[config.mk]
export PLATFORM = sky130hd
export DESIGN_NAME = ec_host_port
export DESIGN_NICKNAME = d
export VERILOG_FILES = /design/src/rtl/ecp_pkg.sv /design/src/rtl/ecp_event_query.sv /design/src/rtl/ecp_reg_space.sv /design/src/rtl/ecp_shared_mem.sv /design/src/rtl/ec_host_port.sv
export SDC_FILE = /design/constraint.sdc
export NUM_CORES = 2
export LEC_CHECK = 0
export BUFFER_PORTS_ARGS = -buffer_cell sky130_fd_sc_hd__buf_2
export CORE_MARGIN = 1
export CORE_UTILIZATION = 57
export CTS_CLUSTER_SIZE = 16
export DETAILED_ROUTE_END_ITERATION = 7
export PLACE_DENSITY_LB_ADDON = 0.15
export RECOVER_POWER = 100
export SYNTH_ARGS = -nofsm -noshare
export SYNTH_HDL_FRONTEND = slang
export SYNTH_SLANG_ARGS = --single-unit
[constraint.sdc]
create_clock -name clk -period 4.05 [get_ports clk]
set_input_delay 0.405 -clock clk [delete_from_list [all_inputs] [get_ports clk]]
set_output_delay 0.405 -clock clk [all_outputs]
set_load 0.01 [all_outputs]
[src/rtl/ecp_pkg.sv]
package ecp_pkg;
    typedef enum logic [1:0] {
        S_IDLE,
        S_RD_ADDR,
        S_WR_ADDR,
        S_WR_DATA
    } port_state_e;

    localparam logic [7:0] OP_READ      = 8'h80;
    localparam logic [7:0] OP_WRITE     = 8'h81;
    localparam logic [7:0] OP_BURST_ON  = 8'h82;
    localparam logic [7:0] OP_BURST_OFF = 8'h83;
    localparam logic [7:0] OP_QUERY     = 8'h84;

    localparam logic [7:0] LAYOUT_VERSION = 8'd2;

    localparam int ST_OBF   = 0;
    localparam int ST_IBF   = 1;
    localparam int ST_PROC  = 2;
    localparam int ST_CMD   = 3;
    localparam int ST_BURST = 4;
    localparam int ST_EVT   = 5;
endpackage

[src/rtl/ecp_event_query.sv]
module ecp_event_query #(
    parameter int EVT_W = 32,
    parameter int IDX_W = 8
) (
    input  logic             clk,
    input  logic             rst_n,
    input  logic [EVT_W-1:0] evt_set,
    input  logic             take,
    output logic             any_pending,
    output logic [IDX_W-1:0] low_idx
);
    logic [EVT_W-1:0] pend_q;
    logic [EVT_W-1:0] low_mask;

    // Scan from the top so the lowest set bit is the last to assign.
    always_comb begin
        low_idx  = '0;
        low_mask = '0;
        for (int i = EVT_W - 1; i >= 0; i--) begin
            if (pend_q[i]) begin
                low_idx  = IDX_W'(i + 1);
                low_mask = '0;
                low_mask[i] = 1'b1;
            end
        end
    end

    assign any_pending = |pend_q;

    always_ff @(posedge clk) begin
        if (!rst_n) begin
            pend_q <= '0;
        end else begin
            pend_q <= (pend_q & ~(take ? low_mask : '0)) | evt_set;
        end
    end
endmodule

[src/rtl/ecp_reg_space.sv]
module ecp_reg_space #(
    parameter int TOP_ADDR = 32
) (
    input  logic       clk,
    input  logic       rst_n,
    input  logic [7:0] rd_addr,
    output logic [7:0] rd_data,
    input  logic       we,
    input  logic [7:0] wr_addr,
    input  logic [7:0] wr_data
);
    import ecp_pkg::*;

    localparam int FIRST_SCR = 3;
    localparam int NUM_SCR   = TOP_ADDR - FIRST_SCR;

    logic [7:0] test_q;
    logic [7:0] compl_q;
    logic [7:0] scr_q [NUM_SCR];

    always_ff @(posedge clk) begin
        if (!rst_n) begin
            test_q  <= 8'h00;
            compl_q <= 8'hFF;
            for (int k = 0; k < NUM_SCR; k++) scr_q[k] <= 8'h00;
        end else if (we) begin
            if (wr_addr == 8'h01) begin
                test_q  <= wr_data;
                compl_q <= 8'hFF - wr_data;
            end
            for (int k = 0; k < NUM_SCR; k++) begin
                if (wr_addr == 8'(FIRST_SCR + k)) scr_q[k] <= wr_data;
            end
        end
    end

    always_comb begin
        rd_data = 8'h00;
        if (rd_addr == 8'h00)      rd_data = LAYOUT_VERSION;
        else if (rd_addr == 8'h01) rd_data = test_q;
        else if (rd_addr == 8'h02) rd_data = compl_q;
        for (int k = 0; k < NUM_SCR; k++) begin
            if (rd_addr == 8'(FIRST_SCR + k)) rd_data = scr_q[k];
        end
    end
endmodule

[src/rtl/ecp_shared_mem.sv]
module ecp_shared_mem #(
    parameter int MAP_SIZE   = 224,
    parameter int HOLD_DEPTH = 4
) (
    input  logic       clk,
    input  logic       rst_n,
    input  logic       hold_en,
    input  logic       loc_wr,
    input  logic       loc_multi,
    input  logic [7:0] loc_addr,
    input  logic [7:0] loc_wdata,
    input  logic [7:0] rd_off,
    output logic [7:0] rd_data
);
    localparam int PTR_W = (HOLD_DEPTH > 1) ? $clog2(HOLD_DEPTH) : 1;
    localparam int CNT_W = $clog2(HOLD_DEPTH + 1);

    logic [7:0]       mem_q [MAP_SIZE];
    logic [7:0]       q_addr [HOLD_DEPTH];
    logic [7:0]       q_data [HOLD_DEPTH];
    logic [PTR_W-1:0] wp_q, rp_q;
    logic [CNT_W-1:0] cnt_q;

    logic in_range, queue_it, direct, push, pop;

    assign in_range = loc_addr < 8'(MAP_SIZE);
    assign queue_it = loc_wr && in_range && ((hold_en && loc_multi) || (cnt_q != '0));
    assign direct   = loc_wr && in_range && !queue_it;
    assign push     = queue_it && (cnt_q < CNT_W'(HOLD_DEPTH));
    assign pop      = !hold_en && (cnt_q != '0);

    function automatic logic [PTR_W-1:0] bump(input logic [PTR_W-1:0] p);
        return (p == PTR_W'(HOLD_DEPTH - 1)) ? '0 : p + 1'b1;
    endfunction

    always_ff @(posedge clk) begin
        if (!rst_n) begin
            for (int k = 0; k < MAP_SIZE; k++) mem_q[k] <= 8'h00;
            for (int k = 0; k < HOLD_DEPTH; k++) begin
                q_addr[k] <= 8'h00;
                q_data[k] <= 8'h00;
            end
            wp_q  <= '0;
            rp_q  <= '0;
            cnt_q <= '0;
        end else begin
            if (direct) mem_q[loc_addr] <= loc_wdata;
            else if (pop) mem_q[q_addr[rp_q]] <= q_data[rp_q];
            if (push) begin
                q_addr[wp_q] <= loc_addr;
                q_data[wp_q] <= loc_wdata;
                wp_q <= bump(wp_q);
            end
            if (pop) rp_q <= bump(rp_q);
            cnt_q <= cnt_q + CNT_W'(push) - CNT_W'(pop);
        end
    end

    assign rd_data = (rd_off < 8'(MAP_SIZE)) ? mem_q[rd_off] : 8'h00;
endmodule

[src/rtl/ec_host_port.sv]
module ec_host_port #(
    parameter int WIN_BASE   = 32,
    parameter int HOLD_DEPTH = 4,
    parameter int EVT_W      = 32
) (
    input  logic             clk,
    input  logic             rst_n,
    input  logic             host_cmd_wr,
    input  logic             host_data_wr,
    input  logic [7:0]       host_wdata,
    input  logic             host_data_rd,
    output logic [7:0]       host_rdata,
    output logic [7:0]       host_status,
    input  logic [EVT_W-1:0] evt_set,
    input  logic             loc_wr,
    input  logic             loc_multi,
    input  logic [7:0]       loc_addr,
    input  logic [7:0]       loc_wdata
);
    import ecp_pkg::*;

    localparam int MAP_SIZE = 256 - WIN_BASE;

    port_state_e state_q, state_d;
    logic       ibf_q, last_cmd_q, obf_q, burst_q;
    logic [7:0] ib_q, obuf_q, wr_addr_q;

    logic       act_reg_we, act_load, act_burst_on, act_burst_off, act_query, act_lat_addr;
    logic [7:0] act_value;

    logic       win_hit;
    logic [7:0] reg_rd, shm_rd, rd_val, qry_idx;
    logic       evt_any;

    assign win_hit = ib_q >= 8'(WIN_BASE);
    assign rd_val  = win_hit ? shm_rd : reg_rd;

    // Next-state and action decode.
    always_comb begin
        state_d       = state_q;
        act_reg_we    = 1'b0;
        act_load      = 1'b0;
        act_value     = 8'h00;
        act_burst_on  = 1'b0;
        act_burst_off = 1'b0;
        act_query     = 1'b0;
        act_lat_addr  = 1'b0;
        if (ibf_q) begin
            if (last_cmd_q) begin
                case (ib_q)
                    OP_READ:      state_d = S_RD_ADDR;
                    OP_WRITE:     state_d = S_WR_ADDR;
                    OP_BURST_ON:  begin state_d = S_IDLE; act_burst_on = 1'b1; end
                    OP_BURST_OFF: begin state_d = S_IDLE; act_burst_off = 1'b1; end
                    OP_QUERY: begin
                        state_d   = S_IDLE;
                        act_query = 1'b1;
                        act_load  = 1'b1;
                        act_value = qry_idx;
                    end
                    default:      state_d = S_IDLE;
                endcase
            end else begin
                unique case (state_q)
                    S_IDLE:    state_d = S_IDLE;
                    S_RD_ADDR: begin
                        state_d   = S_IDLE;
                        act_load  = 1'b1;
                        act_value = rd_val;
                    end
                    S_WR_ADDR: begin
                        state_d      = S_WR_DATA;
                        act_lat_addr = 1'b1;
                    end
                    S_WR_DATA: begin
                        state_d    = S_IDLE;
                        act_reg_we = wr_addr_q < 8'(WIN_BASE);
                    end
                endcase
            end
        end
    end

    // State register.
    always_ff @(posedge clk) begin
        if (!rst_n) state_q <= S_IDLE;
        else        state_q <= state_d;
    end

    // Output and handshake registers.
    always_ff @(posedge clk) begin
        if (!rst_n) begin
            ibf_q      <= 1'b0;
            last_cmd_q <= 1'b0;
            ib_q       <= 8'h00;
            obf_q      <= 1'b0;
            obuf_q     <= 8'h00;
            burst_q    <= 1'b0;
            wr_addr_q  <= 8'h00;
        end else begin
            if (host_cmd_wr || host_data_wr) begin
                ibf_q      <= 1'b1;
                ib_q       <= host_wdata;
                last_cmd_q <= host_cmd_wr;
            end else if (ibf_q) begin
                ibf_q <= 1'b0;
            end
            if (act_load) begin
                obf_q  <= 1'b1;
                obuf_q <= act_value;
            end else if (host_data_rd) begin
                obf_q <= 1'b0;
            end
            if (act_burst_on)       burst_q <= 1'b1;
            else if (act_burst_off) burst_q <= 1'b0;
            if (act_lat_addr) wr_addr_q <= ib_q;
        end
    end

    ecp_reg_space #(.TOP_ADDR(WIN_BASE)) u_regs (
        .clk     (clk),
        .rst_n   (rst_n),
        .rd_addr (ib_q),
        .rd_data (reg_rd),
        .we      (act_reg_we),
        .wr_addr (wr_addr_q),
        .wr_data (ib_q)
    );

    ecp_shared_mem #(.MAP_SIZE(MAP_SIZE), .HOLD_DEPTH(HOLD_DEPTH)) u_shm (
        .clk       (clk),
        .rst_n     (rst_n),
        .hold_en   (burst_q),
        .loc_wr    (loc_wr),
        .loc_multi (loc_multi),
        .loc_addr  (loc_addr),
        .loc_wdata (loc_wdata),
        .rd_off    (ib_q - 8'(WIN_BASE)),
        .rd_data   (shm_rd)
    );

    ecp_event_query #(.EVT_W(EVT_W), .IDX_W(8)) u_evt (
        .clk         (clk),
        .rst_n       (rst_n),
        .evt_set     (evt_set),
        .take        (act_query),
        .any_pending (evt_any),
        .low_idx     (qry_idx)
    );

    assign host_rdata = obuf_q;

    always_comb begin
        host_status           = 8'h00;
        host_status[ST_OBF]   = obf_q;
        host_status[ST_IBF]   = ibf_q;
        host_status[ST_PROC]  = ibf_q || (state_q != S_IDLE);
        host_status[ST_CMD]   = last_cmd_q;
        host_status[ST_BURST] = burst_q;
        host_status[ST_EVT]   = evt_any;
    end
endmodule

Yosys cells after proc, flatten, opt, wreduce, memory -nomap -nowiden --
Memory sizes are Yosys's and may differ from the RTL's. A register that Yosys moved wholly into a read port is not among the register bits. Index checks and enable logic that the tools add are counted.
Word-level totals: bits in registers 85, RAM bits 2088, input bits 63, output and inout bits 16, word-level logic and storage cells 459, memories kept 4
Cells by class: add/sub/neg operators 6, order comparisons 5, eq/ne operators 71, muxes and demuxes 303, bitwise gates (word level) 32, reductions and logical operators 24
Memory list:
- u_shm.mem_q | depth 224, width 8, rd ports 1, clocked after memory_dff 0, wr ports 224, line ecp_shared_mem.sv:18 | logic [7:0] mem_q [MAP_SIZE];
- u_regs.scr_q | depth 29, width 8, rd ports 29, clocked after memory_dff 0, wr ports 29, line ecp_reg_space.sv:19 | logic [7:0] scr_q [NUM_SCR];
- u_shm.q_addr | depth 4, width 8, rd ports 1, clocked after memory_dff 1, wr ports 4, line ecp_shared_mem.sv:19 | logic [7:0] q_addr [HOLD_DEPTH];
- u_shm.q_data | depth 4, width 8, rd ports 1, clocked after memory_dff 1, wr ports 4, line ecp_shared_mem.sv:20 | logic [7:0] q_data [HOLD_DEPTH];
Operators with widths (count):
- 32-bit 2-to-1 mux | 33
- 8-bit 2-to-1 mux | 73
- 8-bit by 5-bit == test with 1-bit output (second input constant) | 32
- 6-bit 2-to-1 mux | 32
- 1-bit 2-to-1 mux | 154
- 8-bit by 4-bit == test with 1-bit output (second input constant) | 16
- 8-bit by 3-bit == test with 1-bit output (second input constant) | 8
- 8-bit == test (second input constant) | 5
- 32-bit bitwise AND | 1
- 32-bit NOT | 1
- 32-bit bitwise OR | 1
- 32-bit OR reduction | 1
- 8-bit OR reduction | 4
- 1-bit bitwise OR | 29
- 8-bit by 2-bit == test with 1-bit output (second input constant) | 3
- 2-bit 2-to-1 mux | 9
- 8-bit by 1-bit == test with 1-bit output (second input constant) | 2
- 8-bit < comparator (second input constant) | 2
- 2-bit == test (second input constant) | 4
- 8-bit by 6-bit greater-or-equal comparator with 1-bit output (second input constant) | 1
- 8-bit logical NOT | 1
- 8-bit by 6-bit < comparator with 1-bit output (second input constant) | 1
- 2-bit one-hot mux with 2 select lines | 2
- 8-bit by 6-bit subtractor with 8-bit output (second input constant) | 1
- other kinds (14) | 25

Logic depth before layout (Yosys ltp) --
word-level depth 37, depth in mapped cells 14, mapped depth without buffers 10

Modules after synthesis --
From an unflattened synthesis, not the netlist that was laid out.
Second synthesis, totals: cells, all modules 7229, area, all modules 96757.8 µm²
Modules (own cells, without submodules):
- ecp_shared_mem | instances 1, cells each 5829, area each 81737.1 µm², sequential area each 55913.6 µm²
- ecp_reg_space | instances 1, cells each 1010, area each 11671.2 µm², sequential area each 7287.0 µm²
- ec_host_port | instances 1, cells each 185, area each 1700.4 µm², sequential area each 600.6 µm²
- ecp_event_query | instances 1, cells each 205, area each 1649.1 µm², sequential area each 640.6 µm²

Worst setup path before layout --
Ideal clock, no wire load.
path kind reg2reg, start point register with a tool-made name, end point memory u_shm.mem_q[98][0] (enable), library setup time 0.384 ns, arrival time 3.413 ns, required time 3.666 ns, path slack 0.253 ns, cell stages (with the launch flop) 11, path buffers 4, period minus slack after synthesis 3.797 ns, cell sequence dfxtp_1 clkbuf_1 buf_2 mux4_2 mux2_2 or2_2 nor2_1 nand2_1 clkbuf_1 clkbuf_1 o21ai_0
RTL lines (line):
- end, declared | ecp_shared_mem.sv:18

==> metrics.md <==
| Metric | Value |
|---|---|
| Core area | `167,000 µm²` |
| Fillers | `12,277` |
| Clock Power Share | `36.6%` |
| Leak Pwr | `36.4 nW` |
| Vias | `63,253` |
| Post-layout util | `64.9%` |
| Seq pwr share | `48.0%` |
| Sw Ratio | `27.7%` |
| Internal Power | `0.0392 W` |
| DR WL/cell | `29.5 µm` |
| Switching Power | `0.0150 W` |
| CP startpoint kind | `flip-flop` |
| Gate count of the mapped netlist | `7,026` |
| Placed insts | `9,276` |
| Via/cell ratio | `6.48` |
| Comb pwr share | `15.5%` |
| Post-synth top flop | `edfxtp_1` |
| CTS root buf | `clkbuf_16` |
| Yosys reg bits | `2,175` |
| Number of nets in the layout | `7,439` |
| Syn-to-layout area delta | `13.0%` |
| Total negative slack | `0 ps` |
| Initial Util | `57.4%` |
| Fmax | `251 MHz` |
| Design area | `108,000 µm²` |
| Min-delay src | `rst_n` |
| Reg clk slew, reported paths | `60 ps` |
| Most frequent cells in the layout | `edfxtp_1, nor2_1, mux4_2, nand2_1, o21ai_0` |
| Pin slew with the least headroom to its limit | `1600 ps` |
| Status | `complete, but fails checks` |
| Die Ht | `412 µm` |
| Dpl ws | `-359 ps` |
| Clk_skew | `42.3 ps` |
| Failing checks | `design-rule violations, max-capacitance violations, max-slew violations` |
| Most common cell after layout, fill and taps aside | `edfxtp_1` |
| Slowest CP cell | `clkbuf_4` |
| Final setup fails | `0` |
| Post-DP HPWL | `188,000 µm` |
| H-tree lvl count | `4` |
| Mapped cell area | `95,900 µm²` |
| Worst Path Required | `4600 ps` |
| CTS max path bufs | `3` |
| All-Layer GR Usage | `34.0%` |
| Initial DRC Count | `9,082` |
| DRC | `7` |
| Mean post-synth cell area | `13.6 µm²` |
| Number of port buffers | `76` |
| CP cell instances | `nor3_1, buf_4, nor3_4, buf_4, mux2_1, nand2b_1, nor2_1, nand2_4, clkbuf_4, o21ai_0, clkbuf_2` |
| Pwr per Cell Area | `500 nW/µm²` |
| Dpl cell area | `102,000 µm²` |
| RR Endpoint | `u_shm.mem_q[165][0]` |
| Layout cells sized above 1 | `18.5%` |
| I/O pin count | `79` |
| DIE AREA | `170,000 µm²` |
| Number of core rows | `150` |
| Final Hold Viols | `0` |
| CP Capture Type | `flip-flop` |
| Fin crit period | `3980 ps` |
| TritonRoute pass-1 iters | `8` |
| Fin. max-slew vios | `21` |
| Ys Warns | `0` |
| Hold Path Class | `input port to flip-flop` |
| Register area share after synthesis | `67.2%` |
| Largest net degree at the start of global routing | `124` |
| Hold Crit Depth | `3` |
| Worst R2R Setup Slack | `70 ps` |
| First-pass GRT wire length | `417,000 µm` |
| Hold endpoint | `u_evt.pend_q[22]` |
| Post-DRT Antenna Nets | `0` |
| Number of global-route vias before repair | `61,680` |
| CTS buffer count | `218` |
| Crit Path Category | `flip-flop to flip-flop` |
| Post-synth ARST share | `0%` |
| FF-to-FF path depth | `11` |
| Gpl congestion | `0.928` |
| Worst setup margin | `68.9 ps` |
| Clock Latency Late Sink | `880 ps` |
| Max_cap viols | `1` |
| Slowest stage delay, CP | `500 ps` |
| Worst flop-to-flop path startpoint | `u_shm.cnt_q[1]` |
| Initial antenna violation count | `8` |
| CTS Sinks | `2,175` |
| Cell mode on critical path | `buf_4` |
| Routed WL | `287,000 µm` |
| TritonCTS clock tree | `done` |
| CP startpoint | `u_shm.cnt_q[1]` |
| Finished Layout Cells | `9,758` |
| Library cells used by synthesis | `84` |
| Rel. slew slack | `-6.42%` |
| Arr. time, crit path | `4530 ps` |
| Die Wd | `412 µm` |
| Worst-path fanout max | `36` |
| Overflow after GRT | `0` |
| Tcrit/Tclk final | `98.3%` |
| Post-synth EDFFs | `2,088` |
| Worst vdd ir | `0.536 mV` |
## worst max-delay path, delay by kind of cell, from the launching register on
family                 cells  cell delay [ps]
AOI/OAI and AO/OA          1              260
buffers and inverters      4             1190
DFF                        1              410
and+or+nand+nor            5             1280
muxes                      1              450
## through the flow
stage	power, W	hold WS [ps]
finish	0.0541	132
global route	0.0554	155
CTS	0.0543	47.1
detailed placement	0.0348	447
global placement	0.0347	440
floorplan	0.0308	433
## cells in the mapped netlist (7+ instances only)
cell | count | share of area (%)
nand2_1 | 389 | 1.5
buf_2 | 87 | 0.45
a22oi_1 | 57 | 0.45
o22ai_1 | 21 | 0.14
nand4_1 | 14 | 0.091
nor2_1 | 2085 | 8.2
edfxtp_1 | 2088 | 65
buf_4 | 15 | 0.12
mux2i_1 | 72 | 0.75
nor2b_1 | 21 | 0.14
buf_1 | 51 | 0.20
nand2b_1 | 30 | 0.20
nor3b_1 | 9 | 0.070
nor3_1 | 31 | 0.16
mux4_2 | 522 | 12
inv_1 | 52 | 0.20
a21oi_1 | 153 | 0.80
and3_1 | 29 | 0.19
dfxtp_1 | 87 | 1.8
a31oi_1 | 26 | 0.17
or2_2 | 9 | 0.059
o211ai_1 | 16 | 0.13
o21a_1 | 11 | 0.086
or3_1 | 17 | 0.11
o21ai_0 | 304 | 1.6
o221ai_1 | 10 | 0.091
clkbuf_1 | 478 | 1.9
a211oi_1 | 29 | 0.23
mux2_2 | 27 | 0.32
a311oi_1 | 7 | 0.064
a22o_1 | 14 | 0.13
o31ai_1 | 13 | 0.10
nand3_1 | 51 | 0.27
and2_1 | 67 | 0.44
a221oi_1 | 18 | 0.16
## area by class of cell
| type | count | area [µm²] | share of cell area (%) |
|---|---|---|---|
| inverters | 55 | 206 | 0.191 |
| diodes | 4 | 10.0 | 0.00924 |
| clock inverters | 124 | 1210 | 1.12 |
| well taps | 2204 | 2760 | 2.55 |
| flip-flops and latches | 2175 | 64500 | 59.5 |
| repair buffers | 755 | 5130 | 4.73 |
| multi-input cells | 4164 | 28900 | 26.7 |
| clock buffers | 277 | 5690 | 5.25 |
## power by group through the flow
stage | combinational, W | sequential, W | clock (W)
5_1_grt | 0.00864 | 0.0260 | 0.0207
3_5_place_dp | 0.00835 | 0.0264 | 0
6_report | 0.00836 | 0.0260 | 0.0198
3_3_place_gp | 0.00829 | 0.0264 | 0
2_1_floorplan | 0.00454 | 0.0262 | 0
4_1_cts | 0.00847 | 0.0259 | 0.0199
## sequential cells by signal, indices dropped and copies added, names as in the netlist, 32 cells and up, named ones only
name / cells
u_shm.mem_q: 1792
u_regs.scr_q: 232
u_shm.q_data: 32
u_shm.q_addr: 32
u_evt.pend_q: 32
## how the worst max path moves through the flow
stage / endpoint / slack [ps] / depth (start not counted)
after floorplan: u_shm.mem_q[98][0] / 250 / 10
after global placement: host_rdata[0] / -380 / 9
after global routing: u_shm.mem_q[118][7] / -3 / 12
after detailed placement: host_rdata[0] / -360 / 9
after CTS: u_shm.mem_q[148][3] / 80 / 7
final: u_shm.mem_q[165][0] / 70 / 11
## what timing repair did
item,4_1_cts,5_1_grt
gates resized for setup,1,23
endpoints found under the hold margin,107,0
endpoints found under the setup margin,2,349
buffers inserted,4,0
hold buffers,73,0
## per-layer routing
metal / track usage [%] / vias to the layer above / share of wire, %
met5: 0 / - / 0.010
met3: 8.10 / 640 / 12
met2: 53.0 / 3896 / 47
met1: 46.4 / 32144 / 37
met4: 14.0 / 4 / 4.5
li1: - / 26569 / -
## logic make-up (layout without fill, tap and decap cells)
family | Yosys count | after routing | synth area share, %
adder cells (fa/ha/maj) | 7 | 7 | 0.0992
AND/OR/NAND/NOR | 2786 | 2786 | 11.7
multiplexers | 621 | 621 | 13.3
buffers and inverters | 688 | 1211 | 2.88
flip-flops | 2175 | 2175 | 67.2
other | 1 | 6 | 0.00391
AO/OA/AOI/OAI | 743 | 743 | 4.72
XOR/XNOR | 5 | 5 | 0.0457
Power figures use the tool's default switching activity.
